File: config.mk
export PLATFORM = sky130hd
export DESIGN_NAME = alu8_acc_unit
export DESIGN_NICKNAME = d
export VERILOG_FILES = /design/src/rtl/alu8_pkg.sv /design/src/rtl/alu8_arith.sv /design/src/rtl/alu8_bitwise.sv /design/src/rtl/alu8_flag_pack.sv /design/src/rtl/alu8_acc_unit.sv
export SDC_FILE = /design/constraint.sdc
export NUM_CORES = 1
export LEC_CHECK = 0
export ABC_CLOCK_PERIOD_IN_PS = 4200
export CAP_MARGIN = 20
export CORE_MARGIN = 2
export CORE_UTILIZATION = 50
export DETAILED_ROUTE_END_ITERATION = 10
export PLACE_DENSITY = 0.78
export SLEW_MARGIN = 5
export SYNTH_ARGS = -nofsm -noshare
export SYNTH_HDL_FRONTEND = slang
export SYNTH_SLANG_ARGS = --single-unit
File: constraint.sdc
create_clock -name vclk -period 4.2
set_clock_uncertainty 0.1 [all_clocks]
set_input_delay 0.42 -clock vclk [all_inputs]
set_output_delay 0.42 -clock vclk [all_outputs]
set_load 0.02 [all_outputs]
File: src/rtl/alu8_pkg.sv
package alu8_pkg;

  typedef enum logic [2:0] {
    OP_ADD = 3'd0,
    OP_ADC = 3'd1,
    OP_SUB = 3'd2,
    OP_SBC = 3'd3,
    OP_AND = 3'd4,
    OP_XOR = 3'd5,
    OP_OR  = 3'd6,
    OP_CMP = 3'd7
  } alu_op_e;

  typedef struct packed {
    logic z;
    logic n;
    logic h;
    logic c;
  } alu_flags_t;

  localparam int FLAG_CNT = 4;

  // Subtracting family: sub, sub-with-borrow, compare.
  function automatic logic op_is_sub(input logic [2:0] op);
    return (op == OP_SUB) || (op == OP_SBC) || (op == OP_CMP);
  endfunction

  // Operations that fold the incoming carry into the operand.
  function automatic logic op_uses_cy(input logic [2:0] op);
    return (op == OP_ADC) || (op == OP_SBC);
  endfunction

  function automatic logic op_is_logic(input logic [2:0] op);
    return (op == OP_AND) || (op == OP_XOR) || (op == OP_OR);
  endfunction

  // Nibble carry for addition: low nibbles plus carry-in exceed 15.
  function automatic logic nib_add_carry(input logic [3:0] a, input logic [3:0] b,
                                         input logic cin);
    logic [4:0] t;
    t = {1'b0, a} + {1'b0, b} + {4'b0, cin};
    return t[4];
  endfunction

  // Nibble borrow for subtraction: a < b + cin on five bits.
  function automatic logic nib_sub_borrow(input logic [3:0] a, input logic [3:0] b,
                                          input logic cin);
    logic [4:0] rhs;
    rhs = {1'b0, b} + {4'b0, cin};
    return ({1'b0, a} < rhs);
  endfunction

endpackage

File: src/rtl/alu8_arith.sv
module alu8_arith #(
  parameter int W = 8
) (
  input  logic [W-1:0] a_i,
  input  logic [W-1:0] b_i,
  input  logic         cin_i,
  input  logic         sub_i,
  output logic [W-1:0] y_o,
  output logic         carry_o,
  output logic         half_o
);
  import alu8_pkg::*;

  localparam int NIB = 4;

  logic [W:0] sum_w;
  logic [W:0] dif_w;
  logic       half_add_w;
  logic       half_sub_w;

  always_comb begin
    sum_w = {1'b0, a_i} + {1'b0, b_i} + {{W{1'b0}}, cin_i};
    dif_w = {1'b0, a_i} - {1'b0, b_i} - {{W{1'b0}}, cin_i};
  end

  assign half_add_w = nib_add_carry(a_i[NIB-1:0], b_i[NIB-1:0], cin_i);
  assign half_sub_w = nib_sub_borrow(a_i[NIB-1:0], b_i[NIB-1:0], cin_i);

  assign y_o     = sub_i ? dif_w[W-1:0] : sum_w[W-1:0];
  assign carry_o = sub_i ? dif_w[W]     : sum_w[W];
  assign half_o  = sub_i ? half_sub_w   : half_add_w;

endmodule

File: src/rtl/alu8_bitwise.sv
module alu8_bitwise #(
  parameter int W = 8
) (
  input  logic [W-1:0] a_i,
  input  logic [W-1:0] b_i,
  input  logic [1:0]   sel_i,
  output logic [W-1:0] y_o
);
  always_comb begin
    case (sel_i)
      2'd0:    y_o = a_i & b_i;
      2'd1:    y_o = a_i ^ b_i;
      2'd2:    y_o = a_i | b_i;
      default: y_o = '0;
    endcase
  end
endmodule

File: src/rtl/alu8_flag_pack.sv
module alu8_flag_pack #(
  parameter int W = 8
) (
  input  alu8_pkg::alu_flags_t fl_i,
  output logic [3:0]           nib_o,
  output logic [W-1:0]         byte_o
);
  localparam int LOW = W - 4;

  assign nib_o = {fl_i.z, fl_i.n, fl_i.h, fl_i.c};

  generate
    if (LOW > 0) begin : g_pad
      assign byte_o = {fl_i.z, fl_i.n, fl_i.h, fl_i.c, {LOW{1'b0}}};
    end else begin : g_nopad
      assign byte_o = {fl_i.z, fl_i.n, fl_i.h, fl_i.c};
    end
  endgenerate
endmodule

File: src/rtl/alu8_acc_unit.sv
module alu8_acc_unit #(
  parameter int DATA_W = 8
) (
  input  logic [DATA_W-1:0] acc_i,
  input  logic [DATA_W-1:0] opnd_i,
  input  logic              cy_i,
  input  logic [2:0]        op_i,
  output logic [DATA_W-1:0] res_o,
  output logic [3:0]        flags_o,
  output logic [DATA_W-1:0] flag_byte_o,
  output logic              acc_we_o
);
  import alu8_pkg::*;

  // Named internal events, visible to the bound checker.
  logic              is_sub_w;
  logic              is_logic_w;
  logic              cin_w;
  logic [DATA_W-1:0] arith_y_w;
  logic              arith_c_w;
  logic              arith_h_w;
  logic [DATA_W-1:0] logic_y_w;
  alu_flags_t        fl_w;

  assign is_sub_w   = op_is_sub(op_i);
  assign is_logic_w = op_is_logic(op_i);
  assign cin_w      = op_uses_cy(op_i) & cy_i;

  alu8_arith #(.W(DATA_W)) u_arith (
    .a_i     (acc_i),
    .b_i     (opnd_i),
    .cin_i   (cin_w),
    .sub_i   (is_sub_w),
    .y_o     (arith_y_w),
    .carry_o (arith_c_w),
    .half_o  (arith_h_w)
  );

  alu8_bitwise #(.W(DATA_W)) u_bitwise (
    .a_i   (acc_i),
    .b_i   (opnd_i),
    .sel_i (op_i[1:0]),
    .y_o   (logic_y_w)
  );

  always_comb begin
    res_o = is_logic_w ? logic_y_w : arith_y_w;
    fl_w.z = (res_o == '0);
    fl_w.n = is_sub_w;
    if (is_logic_w) begin
      fl_w.h = (op_i == OP_AND);
      fl_w.c = 1'b0;
    end else begin
      fl_w.h = arith_h_w;
      fl_w.c = arith_c_w;
    end
  end

  assign acc_we_o = (op_i != OP_CMP);

  alu8_flag_pack #(.W(DATA_W)) u_pack (
    .fl_i   (fl_w),
    .nib_o  (flags_o),
    .byte_o (flag_byte_o)
  );

endmodule

# Yosys cells after proc, flatten, opt, wreduce, memory -nomap -nowiden
# Cells that the tools add are included.
# word_totals
ff_bits,0
input_bits,20
output_inout_bits,21
elab_cells,35
# op_classes
add_sub_neg,7
n_lt_le_gt_ge,1
n_eq_ne,10
mux,6
bitwise_logic,4
reduce_logical,7
# ops
op,n
case mux 8 bit (3 select lines),1
2-to-1 mux 8 bit,2
"equality test 3 bit, second input constant",4
adder 8 x 8 -> 9 bit,1
adder 9 x 1 -> 9 bit,1
subtractor 8 x 8 -> 9 bit,1
subtractor 9 x 1 -> 9 bit,1
AND 8 bit,1
zero test 8 bit,1
bitwise OR 8 bit,1
XOR 8 bit,1
"equality test 3 x 2 -> 1 bit, second input constant",2
adder 4 x 1 -> 5 bit,1
adder 4 x 4 -> 5 bit,1
adder 5 x 1 -> 5 bit,1
logical OR 1 bit,5
less-than comparator 4 x 5 -> 1 bit,1
"equality test 3 x 1 -> 1 bit, second input constant",1
"!= test 3 bit, second input constant",1
"equality test 2 x 1 -> 1 bit, second input constant",1
"equality test 2 bit, second input constant",1
zero test 2 bit,1
2-to-1 mux 1 bit,2
2-to-1 mux 2 bit,1
AND 1 bit,1

# Longest topological paths before layout
# Gate-level depths: netlist (run 1).
# logic_depth
ltp_word,7
ltp_mapped,16
ltp_nobuf,13

# By module
# A second synthesis (run 1) with hierarchy kept.
# unflattened
hier_cells,239
area_unflattened_um2,1829.3
# modules_own_cells
module,n_inst,cells_per_inst,area_each_um2,seq_area_each_um2
alu8_arith,1,134,1084.8,0.0
alu8_bitwise,1,68,452.9,0.0
alu8_acc_unit,1,24,197.7,0.0
alu8_flag_pack,1,13,93.8,0.0

# Worst setup path before layout (run 1)
# OpenSTA, ideal clock, no wires.
# synth_path
path_type,input -> output
startpoint,in op_i[0]
endpoint,out flags_o[3]
arrival_time_ns,3.927
required_time_ns,3.680
slack_ns,-0.247
cell_stages,14
path_buffers,3
cell_sequence,buf_6 > clkbuf_1 > nand2_1 > or2_2 > inv_1 > fa_1 > ha_1 > xnor2_1 > a21oi_1 > o21ai_0 > o21ai_0 > or4_4 > nor4_2 > buf_4
# synth_between
elab_chain_cells,7
elab_cells_between_ends,22
classes_between,2 x add/sub; 9 x eq/ne; 3 x mux; 1 x bitwise; 7 x reduce/logical
# synth_lines
element,line,text
from (decl),alu8_acc_unit.sv:7,"input logic [2:0] op_i,"
equality test 3 x 1 -> 1 bit or equality test 3 x 2 -> 1 bit (tied branches),"alu8_pkg.sv:30, alu8_pkg.sv:25",
logical OR 1 bit,alu8_pkg.sv:30,return (op == OP_ADC) || (op == OP_SBC);
AND 1 bit,alu8_acc_unit.sv:27,assign cin_w = op_uses_cy(op_i) & cy_i;
adder 9 x 1 -> 9 bit or subtractor 9 x 1 -> 9 bit (tied branches),"alu8_arith.sv:22, alu8_arith.sv:23",
2-to-1 mux 8 bit,alu8_arith.sv:29,assign y_o = sub_i ? dif_w[W-1:0] : sum_w[W-1:0];
2-to-1 mux 8 bit (*),alu8_acc_unit.sv:47,res_o = is_logic_w ? logic_y_w : arith_y_w;
named net res_o[0],alu8_acc_unit.sv:8,"output logic [DATA_W-1:0] res_o,"
zero test 8 bit (*),alu8_acc_unit.sv:48,fl_w.z = (res_o == '0);
to (decl),alu8_acc_unit.sv:9,"output logic [3:0] flags_o,"
# Mark *: on every way through the listed nets, which the timed path passes. The rest lies on a longest branch.

# Worst setup path in the final report (run 1)
# layout_path
startpoint,in op_i[2]
endpoint,out flags_o[3]
# layout_between
elab_chain_cells,7
elab_cells_between_ends,18
classes_between,2 x add/sub; 7 x eq/ne; 2 x mux; 1 x bitwise; 6 x reduce/logical
# layout_lines
element,line
equality test 3 x 1 -> 1 bit or equality test 3 x 2 -> 1 bit (tied branches),"alu8_pkg.sv:30, alu8_pkg.sv:25"
logical OR 1 bit,alu8_pkg.sv:30
AND 1 bit,alu8_acc_unit.sv:27
adder 9 x 1 -> 9 bit or subtractor 9 x 1 -> 9 bit (tied branches),"alu8_arith.sv:22, alu8_arith.sv:23"
2-to-1 mux 8 bit,alu8_arith.sv:29
2-to-1 mux 8 bit (*),alu8_acc_unit.sv:47
zero test 8 bit (*),alu8_acc_unit.sv:48
# Every way passes the cells marked *; elsewhere a longest branch is shown, timed or not.

==> results.yml, run 1 <==
cells_and_area:
  fillers: 267
  nClkBuffers: 0
  multi_input_area_um2: 1560
  regArea_um2: 0
  seq_cells: 0
  postLayoutCellArea_um2: 2350
  post-route-util: 0.711
  syn_to_final_growth_pct: 37.0
  drive_gt1_frac: 0.211
  fin_nets: 342
  antennaDiodeCount: 0
sta:
  finalSetupViolations: 0
  fin_ws_ps: 95.4
  finalSetupTns_ps: 0
  period_share: 0.977
  period_needed_ps: 4100
  slew_violations: 0
  worst_pin_slew_ps: 553
  max_freq_ghz: 0.244
  maxSlewHeadroom: 0.630
  hold_viol_final: 0
yosys:
  netlist_instances: 224
  syn_avg_cell_area_um2: 7.67
  synth.top_cell.area_share: 0.269
  synth_warnings: 0
  synth_area_leaders: "ha_1 (27%), inv_1 (6.1%), fa_1 (4.7%)"
  ys_types: 51
  synth.largest_area_cell: "ha_1"
  yosysSeqAreaShare: 0
  syn_area_um2: 1720
placed_design:
  place_area_um2: 2280
  gp_congestion: 0.873
  dp_hpwl_um: 3590
  place_ws_ps: -417
  portBuffers: 37
die:
  start_util: 0.519
  fp-row-count: 21
  io-pin-count: 41
  die-area_um2: 3920
  die_h_um: 62.6
  core_area_um2: 3310
  die_w_um: 62.6
drt:
  drc: 0
  vias: 1773
  viasPerCell: 5.46
  routed_wl_um: 4380
  ant_nets: 0
  wire_per_inst_um: 13.5
  first_pass_iters: 4
  drt_iter0_markers: 92
global_routing:
  grtUsageTotal: 0.225
  gr-total-overflow: 0
  grt_max_degree: 19
  antenna_found_initial: 0
  first_global_vias: 1661
  grt_pass1_wl_um: 7490
power_and_ir_drop:
  p_sw_uw: 200
  power.share.combinational: 1.000
  internal_power_uw: 195
  swShare: 0.507
  seqPwrFrac: 0
  power_uw: 395
  power_density_nw_per_um2: 168
  power_frac_clock: 0
  leakage_nw: 1.19
  vdd.ir_drop.worst_mv: 0.0647
cts:
  cts_hold_buffers: 0
worst_hold_path:
  hp-class: "input port to primary output"
setup_path:
  crit_slowest_cell: "or4_4"
  crit_arrival_ps: 3580
  path_class: "input port to primary output"
  crit_fanout: 3
  cp_slowest_stage_delay_ps: 540
  crit_chain: "clkdlybuf4s50_1 > or2_4 > fa_2 > fa_1 > mux2_4 > o22ai_2 > a21oi_2 > or4_4 > nor4_4 > buf_4"
  critPathCaptureType: "primary output"
  critPathRequiredTime_ps: 3680
  start_kind: "input port"
status:
  outcome: "complete, no violations"
job:
  maxCapViolations: 0
==> worst max-delay path: cells and delay by family <==
kind / cells / cell delay [ps]
adder cells (fa/ha/maj): 2 / 920
multiplexers: 1 / 290
AO/OA/AOI/OAI: 2 / 190
buffers and inverters: 2 / 610
AND/OR/NAND/NOR: 3 / 1130
==> power groups by stage <==
| stage | Combinational (mW) | Clock [mW] | Sequential, mW |
|---|---|---|---|
| 6_report | 0.395 | 0 | 0 |
| 5_1_grt | 0.430 | 0 | 0 |
| 4_1_cts | 0.380 | 0 | 0 |
| 3_5_place_dp | 0.378 | 0 | 0 |
| 3_3_place_gp | 0.370 | 0 | 0 |
| 2_1_floorplan | 0.234 | 0 | 0 |
==> metrics by stage <==
| step | instances | hold WS, ps |
|---|---|---|
| after floorplan | 227 | 1010 |
| after global placement | 323 | 2040 |
| after detailed placement | 323 | 2040 |
| after CTS | 323 | 1900 |
| after global routing | 325 | 1640 |
| final | 325 | 1560 |
==> area by class of cell <==
type                            count  share of cell area
Multi-Input combinational cell    181               0.665
Timing Repair Buffer               70               0.266
Inverter                           28              0.0447
Tap cell                           46              0.0245
==> synth_stat cells, types with 2 or more instances <==
| cell | number |
|---|---|
| a21oi_1 | 10 |
| clkbuf_1 | 3 |
| ha_1 | 37 |
| o21bai_1 | 4 |
| o31ai_1 | 3 |
| nor3_1 | 7 |
| and2_1 | 2 |
| or2_2 | 2 |
| inv_1 | 28 |
| nor2_1 | 12 |
| buf_2 | 2 |
| o211a_1 | 2 |
| nand3_1 | 3 |
| o22ai_1 | 3 |
| mux2_2 | 5 |
| o21a_1 | 3 |
| nand2_1 | 11 |
| nand2b_1 | 3 |
| a21o_1 | 3 |
| o21ai_0 | 13 |
| a211oi_1 | 6 |
| o21ai_1 | 3 |
| fa_1 | 4 |
| a21boi_0 | 2 |
| buf_6 | 2 |
| buf_4 | 10 |
| nor2b_1 | 5 |
| xor2_1 | 5 |
| xnor2_1 | 6 |
| a211o_1 | 2 |
| mux2i_1 | 3 |
==> cell families after synthesis <==
group / after synthesis / synth area share
buffers and inverters: 46 / 0.133
AND/OR/NAND/NOR: 51 / 0.166
other: 1 / 0.00218
XOR/XNOR: 11 / 0.0561
adder cells (fa/ha/maj): 41 / 0.316
multiplexers: 8 / 0.0503
AO/OA/AOI/OAI: 66 / 0.277
==> cells in the final DEF (no fill, tap or decap), drive strengths merged, types with 6 or more instances in the layout <==
| cell | netlist | final |
|---|---|---|
| nand2 | 11 | 11 |
| clkdlybuf4s50 | 0 | 25 |
| buf | 15 | 35 |
| nor2 | 12 | 12 |
| nor3 | 7 | 7 |
| o21ai | 16 | 16 |
| a21oi | 10 | 10 |
| a211oi | 7 | 7 |
| inv | 28 | 28 |
| ha | 37 | 37 |
| xnor2 | 6 | 6 |
| dlymetal6s2s | 0 | 7 |
==> path summary, 6_finish.rpt <==
| check | startpoint | end | depth (start not counted) |
|---|---|---|---|
| worst max-delay path | op_i[2] | flags_o[3] | 10 |
| worst min-delay path | op_i[0] | flags_o[1] | 5 |
==> timing repair <==
| item | 4_1_cts | 5_1_grt |
|---|---|---|
| buffers inserted | 0 | 2 |
| endpoints found under the setup margin | 8 | 10 |
| pin swaps | 0 | 8 |
| gates resized for setup | 13 | 23 |
==> metal layers <==
metal  wire (um)  global-route usage  vias to the layer above  share of wire
met5           0                   0                        -              0
met1        2020               0.322                      840           0.46
met2        2170               0.394                       45           0.49
met3         178             0.00901                        4          0.041
li1            -                   -                      884              -
met4          16              0.0111                        0         0.0037
(Power assumes the default switching activity.)
==> run 2: changes to the inputs <==
--- a/config.mk
+++ b/config.mk
@@ -11,7 +11,6 @@
 export CORE_UTILIZATION = 50
 export DETAILED_ROUTE_END_ITERATION = 10
 export PLACE_DENSITY = 0.78
-export SLEW_MARGIN = 5
 export SYNTH_ARGS = -nofsm -noshare
 export SYNTH_HDL_FRONTEND = slang
 export SYNTH_SLANG_ARGS = --single-unit
==> results of run 2 <==
Final layout, timing and power as in run 1 (identical DEF).
==> run 3: changes to the inputs <==
--- a/config.mk
+++ b/config.mk
@@ -10,7 +10,9 @@
 export CORE_MARGIN = 2
 export CORE_UTILIZATION = 50
 export DETAILED_ROUTE_END_ITERATION = 10
-export PLACE_DENSITY = 0.78
+export PLACE_DENSITY = 0.77
+export SLEW_MARGIN = 5
 export SYNTH_ARGS = -nofsm -noshare
 export SYNTH_HDL_FRONTEND = slang
+export SYNTH_HIERARCHICAL = 1
 export SYNTH_SLANG_ARGS = --single-unit
==> results.yml, run 3 <==
job:
  maxCapViolations: 0
setup_path:
  setup.worst_path.end: "flag_byte_o[4]"
  critPathCaptureType: "primary output"
  path_class: "input port to primary output"
  start_kind: "input port"
  crit_fanout: 3
  critPathRequiredTime_ps: 3680
  startpoint: "op_i[0]"
  crit_arrival_ps: 3510
drt:
  ant_nets: 0
  viasPerCell: 5.12
  vias: 1747
  drt_iter0_markers: 45
  wire_per_inst_um: 13.3
  drc: 0
  first_pass_iters: 4
  routed_wl_um: 4540
cts:
  cts_hold_buffers: 0
sta:
  period_share: 0.959
  hold_viol_final: 0
  finalSetupViolations: 0
  period_needed_ps: 4030
  rsz0062_at_grt: "no"
  worst_pin_slew_ps: 553
  maxSlewHeadroom: 0.629
  max_freq_ghz: 0.248
  finalSetupTns_ps: 0
  hold_ws_ps: 1730
  slew_violations: 0
cells_and_area:
  final_common_cell: "ha_1"
  drive_gt1_frac: 0.186
  nClkBuffers: 0
  multi_input_area_um2: 1540
  fin_nets: 365
  regArea_um2: 0
  seq_cells: 0
  fillers: 297
  syn_to_final_growth_pct: 30.6
  layout_common_cells: "ha_1 (44), inv_1 (43), buf_4 (34)"
  antennaDiodeCount: 0
  instances_no_fill: 341
yosys:
  yosysSeqAreaShare: 0
  ys_types: 48
  synth.largest_area_cell: "ha_1"
  synth_area_leaders: "ha_1 (30%), inv_1 (8.8%), o21ai_0 (5.2%)"
  syn_area_um2: 1830
  synth.top_cell.area_share: 0.301
  netlist_instances: 239
  synth_commonest_cells: "ha_1 (44), inv_1 (43), nand2_1 (19), o21ai_0 (19), buf_4 (12)"
  synth.most_common_cell: "ha_1"
  syn_avg_cell_area_um2: 7.65
  synth_warnings: 6
power_and_ir_drop:
  power_uw: 380
  leakage_nw: 1.23
  power_density_nw_per_um2: 159
  vdd.ir_drop.worst_mv: 0.0861
global_routing:
  gr-total-overflow: 0
  grt_max_degree: 19
  first_global_vias: 1709
  grtUsageTotal: 0.225
  antenna_found_initial: 0
  grt_pass1_wl_um: 7610
die:
  io-pin-count: 41
  start_util: 0.536
  core_area_um2: 3420
  die-area_um2: 4160
  die_h_um: 64.5
  fp-row-count: 21
  die_w_um: 64.5
worst_hold_path:
  hp-class: "input port to primary output"
placed_design:
  portBuffers: 37
  dp_hpwl_um: 3920
  placedCellCount: 341
  gp_congestion: 0.917
status:
  outcome: "complete, no violations"
-- run 3: cell types whose count changed in the layout (fill, tap and decap cells not counted), moves of 5 or more --
cell / delta
o21ai_0: +11
nand2_1: +8
clkdlybuf4s50_1: +6
ha_1: +8
inv_1: +16
a211oi_1: -5
nor2_1: -7
nor3_1: -5
-- run 3: metrics by stage --
step                setup slack [ps]  area, um2  utilization
finish                           174       2390        0.699
global route                    17.2       2390        0.699
CTS                             34.2       2380        0.696
detailed placement              -276       2380        0.697
global placement                -124       2380        0.697
floorplan                        962       1840            -
-- run 3: critical path, cell delays in order --
cell and delay (ps):
clkdlybuf4s50_1 520, and3b_2 240, fa_1 210, inv_1 60, fa_1 380, o21ba_1 230
o41ai_4 260, buf_4 170, nand3_1 80, a32oi_1 180, and2b_1 160, clkdlybuf4s50_1 600
-- run 3: final cells by class --
| type | count | share of cell area |
|---|---|---|
| inverters | 44 | 0.0691 |
| multi-input cells | 180 | 0.646 |
| well taps | 46 | 0.0241 |
| repair buffers | 71 | 0.260 |
-- run 3: kinds of logic after synthesis --
logic type | count (synthesis) | synth area share
fa+ha+maj | 48 | 0.345
other cells | 1 | 0.00205
compound gates | 48 | 0.187
xor+xnor | 12 | 0.0575
simple gates | 54 | 0.158
buf+inv | 62 | 0.168
mux | 14 | 0.0821
-- run 3: worst min-delay path by stage --
stage                     startpoint             end  slack [ps]  depth (start not counted)
after CTS                    op_i[2]        acc_we_o        1940                          4
after global routing         op_i[2]  flag_byte_o[5]        1780                          5
final                        op_i[2]  flag_byte_o[5]        1730                          5
after floorplan              op_i[0]        acc_we_o         900                          1
after global placement       op_i[2]        acc_we_o        1940                          4
after detailed placement     op_i[2]        acc_we_o        1930                          4
-- run 3: per-layer routing --
metal  vias to the layer above  GRT usage  share of wire
li1                        905          -              -
met1                       795      0.286           0.45
met2                        43      0.432           0.49
met3                         4    0.00868          0.047
met4                         0     0.0239          0.012
met5                         -          0              0
-- run 3: where the power goes --
part           total, mW  internal [mW]  switching (mW)
clock                  0              0               0
sequential             0              0               0
combinational      0.380          0.187           0.193
total              0.380          0.187           0.193
-- run 3: timing repair --
| item | CTS | global route |
|---|---|---|
| resized for setup | 3 | 10 |
| setup buffers | 0 | 0 |
| endpoints found under the setup margin | 3 | 7 |
| cloned | 0 | 0 |
